<file path="config.mk">
export PLATFORM = sky130hd
export DESIGN_NAME = fwd_squash_core
export DESIGN_NICKNAME = d
export VERILOG_FILES = /design/src/rtl/fsu_pkg.sv /design/src/rtl/fsu_regfile.sv /design/src/rtl/fsu_hazard.sv /design/src/rtl/fsu_alu.sv /design/src/rtl/fwd_squash_core.sv
export SDC_FILE = /design/constraint.sdc
export NUM_CORES = 2
export LEC_CHECK = 0
export BUFFER_PORTS_ARGS = -buffer_cell sky130_fd_sc_hd__buf_2
export CAP_MARGIN = 40
export CORE_MARGIN = 2
export CORE_UTILIZATION = 59
export CTS_BUF_LIST = sky130_fd_sc_hd__clkbuf_4 sky130_fd_sc_hd__clkbuf_8 sky130_fd_sc_hd__clkbuf_16
export CTS_CLUSTER_DIAMETER = 60
export DETAILED_ROUTE_END_ITERATION = 6
export GPL_TIMING_DRIVEN = 1
export PLACE_DENSITY = 0.76
export SYNTH_ARGS = -nofsm -noshare
export SYNTH_HDL_FRONTEND = slang
export SYNTH_SLANG_ARGS = --single-unit
</file>
<file path="constraint.sdc">
create_clock -name clk -period 12.45 [get_ports clk]
set_clock_uncertainty 0.15 [all_clocks]
set_input_delay 0.6225 -clock clk [delete_from_list [all_inputs] [get_ports clk]]
set_output_delay 0.6225 -clock clk [all_outputs]
set_load 0.02 [all_outputs]
</file>
<file path="src/rtl/fsu_pkg.sv">
// Shared types for the forwarding and overflow-squash pipeline.
// Assumes a 3-bit operation field; unlisted codes behave as no operation.
package fsu_pkg;

    typedef enum logic [2:0] {
        OP_NOP = 3'd0,
        OP_ADD = 3'd1,
        OP_SUB = 3'd2,
        OP_AND = 3'd3,
        OP_OR  = 3'd4,
        OP_LD  = 3'd5
    } op_e;

    // Where an execute operand is taken from.
    typedef enum logic [1:0] {
        FWD_FILE = 2'd0,
        FWD_MEM  = 2'd1,
        FWD_WB   = 2'd2
    } fwd_e;

    // True for operations that write a destination (and read the first source).
    function automatic logic op_writes(logic [2:0] op);
        return (op == OP_ADD) || (op == OP_SUB) || (op == OP_AND) ||
               (op == OP_OR)  || (op == OP_LD);
    endfunction

    // True for operations that read the second source.
    function automatic logic op_reads_b(logic [2:0] op);
        return (op == OP_ADD) || (op == OP_SUB) || (op == OP_AND) || (op == OP_OR);
    endfunction

endpackage

</file>
<file path="src/rtl/fsu_regfile.sv">
// Register file model: RD_PORTS combinational read ports, one write port.
// Entry 0 is hard zero. A write in the same cycle as a read of the same
// entry is passed straight through, so decode never sees a stale value.
module fsu_regfile #(
    parameter int DATA_W   = 32,
    parameter int REG_CNT  = 32,
    parameter int RD_PORTS = 2,
    localparam int REG_AW  = $clog2(REG_CNT)
) (
    input  logic              clk,
    input  logic              rst_n,
    input  logic              we,
    input  logic [REG_AW-1:0] waddr,
    input  logic [DATA_W-1:0] wdata,
    input  logic [REG_AW-1:0] raddr [RD_PORTS],
    output logic [DATA_W-1:0] rdata [RD_PORTS]
);

    logic [DATA_W-1:0] regs [REG_CNT];

    // Storage: cleared on reset, entry 0 never written.
    always_ff @(posedge clk) begin
        if (!rst_n) begin
            for (int i = 0; i < REG_CNT; i++) begin
                regs[i] <= '0;
            end
        end else if (we && (waddr != '0)) begin
            regs[waddr] <= wdata;
        end
    end

    // One read path per port, with write-through.
    for (genvar p = 0; p < RD_PORTS; p++) begin : g_rd
        assign rdata[p] = (raddr[p] == '0)                    ? '0    :
                          (we && (waddr == raddr[p]))          ? wdata :
                                                                 regs[raddr[p]];
    end

endmodule

</file>
<file path="src/rtl/fsu_hazard.sv">
// Hazard detection: the load-use stall for decode and the operand source
// selection for execute. The memory stage wins over write-back; register 0
// and load results still in the memory stage are never forwarded.
module fsu_hazard
    import fsu_pkg::*;
#(
    parameter int REG_AW = 5
) (
    input  logic              id_valid,
    input  logic              id_reads_a,
    input  logic              id_reads_b,
    input  logic [REG_AW-1:0] id_rs,
    input  logic [REG_AW-1:0] id_rt,
    input  logic              ex_load,
    input  logic [REG_AW-1:0] ex_rd,
    input  logic [REG_AW-1:0] ex_src [2],
    input  logic              mem_wr,
    input  logic              mem_load,
    input  logic [REG_AW-1:0] mem_rd,
    input  logic              wb_wr,
    input  logic [REG_AW-1:0] wb_rd,
    output logic              stall,
    output fwd_e              fwd_sel [2]
);

    logic load_hit_a;
    logic load_hit_b;

    // Load in execute feeding the instruction in decode: hold one cycle.
    always_comb begin
        load_hit_a = id_reads_a && (id_rs == ex_rd);
        load_hit_b = id_reads_b && (id_rt == ex_rd);
        stall      = id_valid && ex_load && (ex_rd != '0) && (load_hit_a || load_hit_b);
    end

    // Per-operand comparators, younger stage first.
    for (genvar k = 0; k < 2; k++) begin : g_opnd
        logic mem_hit;
        logic wb_hit;
        assign mem_hit = mem_wr && !mem_load && (mem_rd == ex_src[k]) && (ex_src[k] != '0);
        assign wb_hit  = wb_wr && (wb_rd == ex_src[k]) && (ex_src[k] != '0);
        assign fwd_sel[k] = mem_hit ? FWD_MEM : (wb_hit ? FWD_WB : FWD_FILE);
    end

endmodule

</file>
<file path="src/rtl/fsu_alu.sv">
// Execute-stage arithmetic: result and signed-overflow flag. For a load the
// result is the effective address (first operand plus sign-extended offset).
// Overflow is only ever raised by add and subtract.
module fsu_alu
    import fsu_pkg::*;
#(
    parameter int DATA_W = 32,
    parameter int IMM_W  = 16
) (
    input  logic [2:0]        op,
    input  logic [DATA_W-1:0] a,
    input  logic [DATA_W-1:0] b,
    input  logic [IMM_W-1:0]  imm,
    output logic [DATA_W-1:0] result,
    output logic              ovf
);

    localparam int MSB = DATA_W - 1;

    logic [DATA_W-1:0] sum;
    logic [DATA_W-1:0] diff;
    logic [DATA_W-1:0] eaddr;

    // Operation select and overflow detection.
    always_comb begin
        sum    = a + b;
        diff   = a - b;
        eaddr  = a + {{(DATA_W-IMM_W){imm[IMM_W-1]}}, imm};
        result = '0;
        ovf    = 1'b0;
        case (op)
            OP_ADD: begin
                result = sum;
                ovf    = (a[MSB] == b[MSB]) && (sum[MSB] != a[MSB]);
            end
            OP_SUB: begin
                result = diff;
                ovf    = (a[MSB] != b[MSB]) && (diff[MSB] != a[MSB]);
            end
            OP_AND:  result = a & b;
            OP_OR:   result = a | b;
            OP_LD:   result = eaddr;
            default: result = '0;
        endcase
    end

endmodule

</file>
<file path="src/rtl/fwd_squash_core.sv">
// Decode/execute/memory/write-back stages with result forwarding and an
// overflow squash. The fetch side offers instructions at in_*; in_ready low
// means the offer is held. An overflow in execute cancels that instruction's
// write, flushes decode, drops the instruction offered in the same cycle and
// reports the faulting PC for one cycle. The load value is a computed
// pattern of the address, which stands in for memory.
module fwd_squash_core
    import fsu_pkg::*;
#(
    parameter int DATA_W  = 32,
    parameter int REG_CNT = 32,
    parameter int IMM_W   = 16,
    parameter int PC_W    = 32,
    localparam int REG_AW = $clog2(REG_CNT)
) (
    input  logic              clk,
    input  logic              rst_n,
    input  logic              in_valid,
    input  logic [2:0]        in_op,
    input  logic [REG_AW-1:0] in_rd,
    input  logic [REG_AW-1:0] in_rs,
    input  logic [REG_AW-1:0] in_rt,
    input  logic [IMM_W-1:0]  in_imm,
    input  logic [PC_W-1:0]   in_pc,
    output logic              in_ready,
    output logic              exc_valid,
    output logic [PC_W-1:0]   exc_pc,
    output logic              wb_valid,
    output logic [REG_AW-1:0] wb_rd,
    output logic [DATA_W-1:0] wb_data
);

    localparam int HALF = DATA_W / 2;

    // Decode stage
    logic              id_valid;
    logic [2:0]        id_op;
    logic [REG_AW-1:0] id_rd, id_rs, id_rt;
    logic [IMM_W-1:0]  id_imm;
    logic [PC_W-1:0]   id_pc;

    // Execute stage
    logic              ex_valid;
    logic [2:0]        ex_op;
    logic [REG_AW-1:0] ex_rd;
    logic [REG_AW-1:0] ex_src [2];
    logic [IMM_W-1:0]  ex_imm;
    logic [PC_W-1:0]   ex_pc;
    logic [DATA_W-1:0] ex_val [2];

    // Memory stage
    logic              exm_wr;
    logic              exm_load;
    logic [REG_AW-1:0] exm_rd;
    logic [DATA_W-1:0] exm_res;

    // Write-back stage
    logic              wbq_wr;
    logic [REG_AW-1:0] wbq_rd;
    logic [DATA_W-1:0] wbq_data;

    // Interconnect
    logic [REG_AW-1:0] rf_raddr [2];
    logic [DATA_W-1:0] rf_rdata [2];
    logic [DATA_W-1:0] opnd [2];
    fwd_e              fwd_sel [2];
    logic [DATA_W-1:0] alu_res;
    logic              alu_ovf;
    logic              ovf_hit;
    logic              stall;
    logic [DATA_W-1:0] mem_data;

    assign rf_raddr[0] = id_rs;
    assign rf_raddr[1] = id_rt;

    fsu_regfile #(
        .DATA_W   (DATA_W),
        .REG_CNT  (REG_CNT),
        .RD_PORTS (2)
    ) u_rf (
        .clk   (clk),
        .rst_n (rst_n),
        .we    (wbq_wr),
        .waddr (wbq_rd),
        .wdata (wbq_data),
        .raddr (rf_raddr),
        .rdata (rf_rdata)
    );

    fsu_hazard #(
        .REG_AW (REG_AW)
    ) u_hz (
        .id_valid   (id_valid),
        .id_reads_a (op_writes(id_op)),
        .id_reads_b (op_reads_b(id_op)),
        .id_rs      (id_rs),
        .id_rt      (id_rt),
        .ex_load    (ex_valid && (ex_op == OP_LD)),
        .ex_rd      (ex_rd),
        .ex_src     (ex_src),
        .mem_wr     (exm_wr),
        .mem_load   (exm_load),
        .mem_rd     (exm_rd),
        .wb_wr      (wbq_wr),
        .wb_rd      (wbq_rd),
        .stall      (stall),
        .fwd_sel    (fwd_sel)
    );

    // Operand muxes in front of the ALU, one per source.
    for (genvar k = 0; k < 2; k++) begin : g_mux
        assign opnd[k] = (fwd_sel[k] == FWD_MEM) ? exm_res  :
                         (fwd_sel[k] == FWD_WB)  ? wbq_data :
                                                   ex_val[k];
    end

    fsu_alu #(
        .DATA_W (DATA_W),
        .IMM_W  (IMM_W)
    ) u_alu (
        .op     (ex_op),
        .a      (opnd[0]),
        .b      (opnd[1]),
        .imm    (ex_imm),
        .result (alu_res),
        .ovf    (alu_ovf)
    );

    assign ovf_hit  = ex_valid && alu_ovf;
    assign in_ready = !stall;
    assign exc_valid = ovf_hit;
    assign exc_pc    = ovf_hit ? ex_pc : '0;

    // Decode register: flushed on overflow, held on stall, else loads the offer.
    always_ff @(posedge clk) begin
        if (!rst_n) begin
            id_valid <= 1'b0;
            id_op    <= OP_NOP;
            id_rd    <= '0;
            id_rs    <= '0;
            id_rt    <= '0;
            id_imm   <= '0;
            id_pc    <= '0;
        end else if (ovf_hit) begin
            id_valid <= 1'b0;
        end else if (!stall) begin
            id_valid <= in_valid;
            id_op    <= in_op;
            id_rd    <= in_rd;
            id_rs    <= in_rs;
            id_rt    <= in_rt;
            id_imm   <= in_imm;
            id_pc    <= in_pc;
        end
    end

    // Execute register: a bubble enters on stall or flush.
    always_ff @(posedge clk) begin
        if (!rst_n) begin
            ex_valid  <= 1'b0;
            ex_op     <= OP_NOP;
            ex_rd     <= '0;
            ex_src[0] <= '0;
            ex_src[1] <= '0;
            ex_imm    <= '0;
            ex_pc     <= '0;
            ex_val[0] <= '0;
            ex_val[1] <= '0;
        end else if (ovf_hit || stall) begin
            ex_valid <= 1'b0;
            ex_op    <= OP_NOP;
        end else begin
            ex_valid  <= id_valid;
            ex_op     <= id_valid ? id_op : OP_NOP;
            ex_rd     <= id_rd;
            ex_src[0] <= id_rs;
            ex_src[1] <= id_rt;
            ex_imm    <= id_imm;
            ex_pc     <= id_pc;
            ex_val[0] <= rf_rdata[0];
            ex_val[1] <= rf_rdata[1];
        end
    end

    // Memory register: the write of an overflowing instruction is cancelled here.
    always_ff @(posedge clk) begin
        if (!rst_n) begin
            exm_wr   <= 1'b0;
            exm_load <= 1'b0;
            exm_rd   <= '0;
            exm_res  <= '0;
        end else begin
            exm_wr   <= ex_valid && !ovf_hit && op_writes(ex_op) && (ex_rd != '0);
            exm_load <= (ex_op == OP_LD);
            exm_rd   <= ex_rd;
            exm_res  <= alu_res;
        end
    end

    // Memory stand-in: a load returns the low half of the address and its inverse.
    assign mem_data = exm_load ? {exm_res[HALF-1:0], ~exm_res[HALF-1:0]} : exm_res;

    // Write-back register feeding the register file and the commit port.
    always_ff @(posedge clk) begin
        if (!rst_n) begin
            wbq_wr   <= 1'b0;
            wbq_rd   <= '0;
            wbq_data <= '0;
        end else begin
            wbq_wr   <= exm_wr;
            wbq_rd   <= exm_rd;
            wbq_data <= mem_data;
        end
    end

    assign wb_valid = wbq_wr;
    assign wb_rd    = wbq_rd;
    assign wb_data  = wbq_data;

endmodule

</file>
# Word-level counts from Yosys, hierarchy flattened
# Memories as Yosys holds them, arrays and structs flattened. A register that Yosys moved wholly into a read port is not among the register bits.
# Cells that the tools add are included.
dict set report word_totals {
  reg_bits 211
  latchBits 0
  mem_bits_rw 1088
  mem_bits_ro 0
  in_bits 69
  out_inout_bits 72
  wordCells 141
  memories 2
}
dict set report op_classes {
  n_addsub 3
  mul 0
  div_mod_pow 0
  n_lt_le_gt_ge 0
  eq_ne 26
  n_shift 0
  muxes 32
  bitwise_logic 9
  n_reduce_logical 48
}
# name depth word_bits read_ports rd_clocked_by_memory_dff wr line_no
set memory_table {}
lappend memory_table {u_rf.regs 32 32 2 2 32 fsu_regfile.sv:19} ;# logic [DATA_W-1:0] regs [REG_CNT];
lappend memory_table {ex_val 2 32 2 0 2 fwd_squash_core.sv:49} ;# logic [DATA_W-1:0] ex_val [2];
# op count
set ops {}
lappend ops {{$mux 32} 13}
lappend ops {{$pmux 32 s5} 1}
lappend ops {{$add 32x32->32} 2}
lappend ops {{$eq 5x5->1} 8}
lappend ops {{$and 32x32->32} 1}
lappend ops {{$or 32x32->32} 1}
lappend ops {{$reduce_or 32->1} 1}
lappend ops {{$sub 32x32->32} 1}
lappend ops {{$mux 5} 5}
lappend ops {{$logic_and 1x1->1} 24}
lappend ops {{$reduce_bool 5->1} 4}
lappend ops {{$not 16->16} 1}
lappend ops {{$eq 3x2->1 const B} 4}
lappend ops {{$eq 3x3->1 const B} 4}
lappend ops {{$logic_not 5->1} 2}
lappend ops {{$logic_or 1x1->1} 10}
lappend ops {{$mux 1} 8}
lappend ops {{$mux 2} 4}
lappend ops {{$eq 3x1->1 const B} 2}
lappend ops {{$eq 2x1->1 const B} 2}
lappend ops {{$eq 2x2->1 const B} 2}
lappend ops {{$not 1->1} 4}
lappend ops {{$reduce_or 2->1} 2}
lappend ops {{$logic_not 1->1} 3}
lappend ops {{6 further kinds} 9}

# Depth between registers and ports, before layout
dict set report logic_depth {
  word_depth 18
  depth_mapped 22
  depth_no_buf 18
}

# Hierarchy
# A second synthesis with hierarchy kept.
dict set report unflattened {
  hier_cells 5844
  hier_area_um2 73525.5
}
# module n_inst cells_per_inst area_per_inst_um2 seq_area_each_um2
set modules_own_cells {}
lappend modules_own_cells {fsu_regfile 1 3818 55316.8 30749.5}
lappend modules_own_cells {fwd_squash_core 1 974 11099.4 6145.9}
lappend modules_own_cells {fsu_alu 1 995 6661.4 0.0}
lappend modules_own_cells {fsu_hazard 1 57 447.9 0.0}

# Worst setup path after synthesis
# OpenSTA, ideal clock, no wires.
dict set report synth_path {
  kind {register to register}
  startpoint {reg wbq_rd[2], in the netlist wb_rd[2]}
  endpoint {mem ex_val[0][0], enable pin}
  setup_time_ns 0.418
  t_arrival_ns 6.599
  required_ns 11.882
  slack_ns 5.283
  path_stages_with_launch 23
  synth_period_minus_slack_ns 7.167
  cell_sequence {dfxtp_1 -> buf_1 -> xnor2_1 -> nand4_1 -> nor4_1 -> clkbuf_1 -> mux2i_1 -> o21ai_0 -> inv_1 -> ha_1 -> or2_2 -> o221ai_1 -> a21oi_1 -> a221oi_2 -> a22o_1 -> o221a_2 -> xnor2_1 -> o211ai_2 -> and2_1 -> buf_4 -> buf_6 -> buf_6 -> inv_1}
}
# element line_no
set synth_lines {}
lappend synth_lines {{from (decl)} fwd_squash_core.sv:59} ;# logic [REG_AW-1:0] wbq_rd;
lappend synth_lines {{from (signal assigned)} fwd_squash_core.sv:211} ;# wbq_rd <= exm_rd;
lappend synth_lines {{to (decl)} fwd_squash_core.sv:49}

# Worst setup path after layout
dict set report layout_path {
  startpoint {reg wbq_rd[4], in the netlist wb_rd[4]}
  endpoint {out exc_pc[31]}
}
dict set report layout_via {
  elab_chain_len 14
  word_cells_on_any_way 29
  classes_between {add/sub: 2; eq/ne: 10; mux: 10; reduce/logical: 7}
}
# element line_no
set layout_rtl {}
lappend layout_rtl {{$eq 5x5->1} fsu_hazard.sv:41} ;# assign wb_hit = wb_wr && (wb_rd == ex_src[k]) && (ex_src[k] != '0);
lappend layout_rtl {{$logic_and 1x1->1 (2 in series)} fsu_hazard.sv:41}
lappend layout_rtl {{$mux 2 (2 in series)} fsu_hazard.sv:42} ;# assign fwd_sel[k] = mem_hit ? FWD_MEM : (wb_hit ? FWD_WB : FWD_FILE);
lappend layout_rtl {{$eq 2x2->1} fwd_squash_core.sv:113} ;# (fwd_sel[k] == FWD_WB) ? wbq_data :
lappend layout_rtl {{$mux 32} fwd_squash_core.sv:113}
lappend layout_rtl {{$mux 32} fwd_squash_core.sv:112} ;# assign opnd[k] = (fwd_sel[k] == FWD_MEM) ? exm_res :
lappend layout_rtl {{$sub 32x32->32 or $add 32x32->32 (tied branches)} {fsu_alu.sv:27, fsu_alu.sv:26}}
lappend layout_rtl {{$ne 1x1->1 (on tied branches)} {fsu_alu.sv:38, fsu_alu.sv:34}}
lappend layout_rtl {{$logic_and 1x1->1 (on tied branches)} {fsu_alu.sv:38, fsu_alu.sv:34}}
lappend layout_rtl {{$pmux 1 s2 (*)} fsu_alu.sv:31} ;# case (op)
lappend layout_rtl {{$logic_and 1x1->1 (*)} fwd_squash_core.sv:129} ;# assign ovf_hit = ex_valid && alu_ovf;
lappend layout_rtl {{$mux 32 (*)} fwd_squash_core.sv:132} ;# assign exc_pc = ovf_hit ? ex_pc : '0;
lappend layout_rtl {{to (decl)} fwd_squash_core.sv:27} ;# output logic [PC_W-1:0] exc_pc,
# Mark *: on every way between the ends. The rest lies on a longest branch, timed or not.

==> impl_metrics.json <==
{
  "syn_avg_cell_area_um2": 13.8,
  "drt-wirelength-per-cell_um": 34.2,
  "dr.pass1.iters": 6,
  "wl_met3_um": 32700,
  "fill_cells": 8194,
  "cp_max_fo": 31,
  "yosysSeqAreaShare_pct": 51.7,
  "grt_max_degree": 125,
  "grt_usage_pct": 38.3,
  "port-buffer-count": 140,
  "max-slew-margin-rel_pct": 32.5,
  "synth_enable_flop_cells": 1088,
  "setup_slack_ns": 4.85,
  "clock-sinks": 1309,
  "initial_core_util_pct": 59.7,
  "synthToLayoutAreaGrowth_pct": 12.1,
  "die_y_um": 353,
  "crit_slowest_cell": "dfxtp_1",
  "timing.rr.start": "wb_rd[4]$_SDFF_PN0_",
  "cp_cell_sequence": "xnor2_1, nand4_1, nor4_2, buf_4, buf_4, mux2i_1, o21ai_0, inv_1, ha_1, or2_2, o221ai_1, a21oi_1, a221oi_2, a22o_1, o221a_2, xnor2_1, nand3b_1, a21boi_2, buf_6, and2_1, buf_2",
  "clockBufferDepth": 3,
  "syn_area_um2": 71800,
  "postRouteAntennaNets": 0,
  "dieArea_um2": 124000,
  "powerDensity_nw_per_um2": 134,
  "place_hpwl_um": 140000,
  "cts_tree": "done",
  "hold_path_startpoint": "in_valid",
  "ys_types": 83,
  "grt_setup_unrepaired": "false",
  "post-place-ws_ns": 5.25,
  "ios": 141,
  "p_leak_nw": 29.6,
  "yosysTopAreaCell": "edfxtp_1",
  "cts_max_level": 4,
  "grt_pass1_wl_um": 341000,
  "drc": 0,
  "clk_pin_slew_ns": 0.06,
  "cp_top_family": "compound AO/OA/AOI/OAI gates",
  "grt_pass1_vias": 48300,
  "path_class": "register to output pin",
  "max_freq_mhz": 132,
  "num_vias": 49500,
  "layout-drive-gt1-share_pct": 24.1,
  "yosysTopAreaCellShare_pct": 45.5,
  "drv_cap": 0,
  "fin_crit_sh_pct": 61.0,
  "drt_iter0_drc": 8426,
  "ys_async_sr_fraction_pct": 0,
  "fp.coreArea_um2": 120000,
  "critPathBufInv": 5,
  "run_status": "finished clean",
  "dr_wl_met2_um": 107000,
  "synth.area.top_cells": "edfxtp_1 46%, mux4_2 20%, and2_1 9.1%",
  "antenna_found_initial": 14,
  "wl_met1_um": 82200,
  "finalSetupViolCount": 0,
  "cpPeakStageDelay_ns": 0.60,
  "grt-ovfl-total": 0,
  "fin_tns_setup_ns": 0,
  "hold_class": "input pin to register",
  "worst_slew_pin_slew_ns": 1.01,
  "hold_viol": 0,
  "crit_arrival_ns": 6.83,
  "drt_wl_total_um": 239000,
  "ys_warn_count": 0,
  "startpoint_type": "register",
  "synthCells": 5192,
  "peakVddDrop_v": 0.000141,
  "startpoint": "wb_rd[4]$_SDFF_PN0_",
  "synth_flop_cell": "edfxtp_1",
  "numCtsBuffers": 146,
  "cp-end-kind": "output pin",
  "cp.required_ns": 11.68,
  "clk_latency_ns": 0.79,
  "via_per_inst": 7.07,
  "cts_root_buf": "clkbuf_16",
  "synth_seq_cells": 1309,
  "finalCriticalPeriod_ns": 7.60,
  "std_cell_rows": 127,
  "highest_layer": "met5",
  "die-width_um": 353,
  "nNetsFinal": 5456,
  "globalplace.congestion": 1.04,
  "drv_slew": 0
}
==> layer usage <==
layer  GRT usage, %  up-vias
li1               -    19900
met1           50.3    24700
met2           57.5     4010
met3           10.2      827
met4           23.5        4
met5          0.302        -
==> power by group <==
group	leakage [nW]	internal [mW]	switching, mW
Sequential	13.1	4.90	0.127
Combinational	14.1	0.566	0.751
Clock	2.42	2.57	1.84
==> state kept, by name, summed over array words and instances (netlist names), named ones only <==
register   count
id_rt          5
id_valid       1
wb_rd          5
ex_op          3
ex_valid       1
ex_rd          5
exm_wr         1
u_rf.regs   1024
wb_valid       1
exm_rd         5
id_pc         32
exm_res       32
id_rd          5
ex_imm        16
ex_val        64
id_rs          5
id_op          3
ex_src        10
id_imm        16
ex_pc         32
exm_load       1
wb_data       32
==> Yosys cell counts (4+ instances only) <==
library cell     n
edfxtp_1      1088
and2_1        1043
mux4_2         640
clkbuf_1       376
dfxtp_1        221
nand2_1        198
o21ai_0        168
nor2_1         164
mux2i_1        148
a22o_1         147
ha_1           126
a21oi_1        117
inv_1          106
buf_1           71
xnor2_1         68
o211a_1         65
a21o_1          35
buf_2           28
nand2b_1        26
nand3_1         26
xor2_1          24
a31oi_1         21
a221oi_1        20
nor3_1          19
nor2b_1         15
o21bai_1        15
o221ai_1        15
a211oi_1        14
o21a_1          13
nand4_1         11
a221o_1         10
and3_1          10
or3_1           10
nor4_1           9
or4_1            9
o211ai_1         8
o22ai_1          8
or2_2            7
buf_6            6
nand3b_1         5
o31a_1           5
a2111oi_0        4
a21boi_0         4
a41oi_1          4
and4_1           4
==> cell type report <==
cell class                      instances  area (µm²)  share of cell area (%)
Sequential cell                      1309       37100                    46.1
Multi-Input combinational cell       3321       33200                    41.2
Clock buffer                          184        4080                    5.06
Timing Repair Buffer                  371        2900                    3.60
Tap cell                             1612        2020                    2.51
Clock inverter                         83         807                    1.00
Inverter                              109         410                   0.510
Antenna cell                            4        10.0                  0.0124
==> metrics by stage <==
step | total power [mW] | instance area (µm²) | utilization, % | hold WS, ns | std cells
after floorplan | 5.93 | 71900 | - | 0.271 | 5223
after global placement | 6.34 | 74600 | 62.0 | 0.299 | 6637
after detailed placement | 6.37 | 74900 | 62.3 | 0.301 | 6655
after CTS | 10.7 | 80500 | 66.9 | 0.0203 | 6988
after global routing | 11.0 | 80500 | 66.9 | 0.0363 | 6990
final | 10.7 | 80500 | 66.9 | 0.0376 | 6993
==> cell usage in the layout (no fill, tap or decap), types with 105 or more instances in the layout <==
cell type / n
nand2_1: 198
o21ai_0: 137
mux4_2: 640
edfxtp_1: 1088
a21oi_1: 117
inv_1: 105
clkbuf_16: 151
nor2_1: 133
ha_1: 126
and2_1: 1042
buf_2: 139
buf_4: 144
a22o_1: 147
dfxtp_1: 208
mux2i_1: 148
==> what timing repair did <==
item                                   CTS  global route
hold buffers                            66             0
setup buffers                            0             0
endpoints found under the hold margin   76             0
gates resized for setup                  0             0
==> path summary, 6_finish.rpt <==
check / end / cells past startpoint / slack [ns]
worst max register to register: ex_val[0][57]$_SDFFCE_PP0P_ / 20 / 5.12
worst max-delay path: exc_pc[31] / 21 / 4.85
worst min register to register: ex_pc[3]$_SDFFE_PN0N_ / 1 / 0.32
worst min-delay path: id_valid$_SDFFE_PP0N_ / 3 / 0.04
==> cell families after synthesis <==
kind of cell | synth area share (%)
buffers and inverters | 3.22
XOR/XNOR | 1.12
other | 0.00522
adder cells (fa/ha/maj) | 2.28
flip-flops | 51.7
AND/OR/NAND/NOR | 12.4
multiplexers | 22.2
AO/OA/AOI/OAI | 7.08
==> worst min-delay path, cell delays in order <==
cell	delay [ns]
buf_2	0.08
nor2b_1	0.06
nor3_1	0.13
No activity file was read; power rests on OpenSTA's default activity.
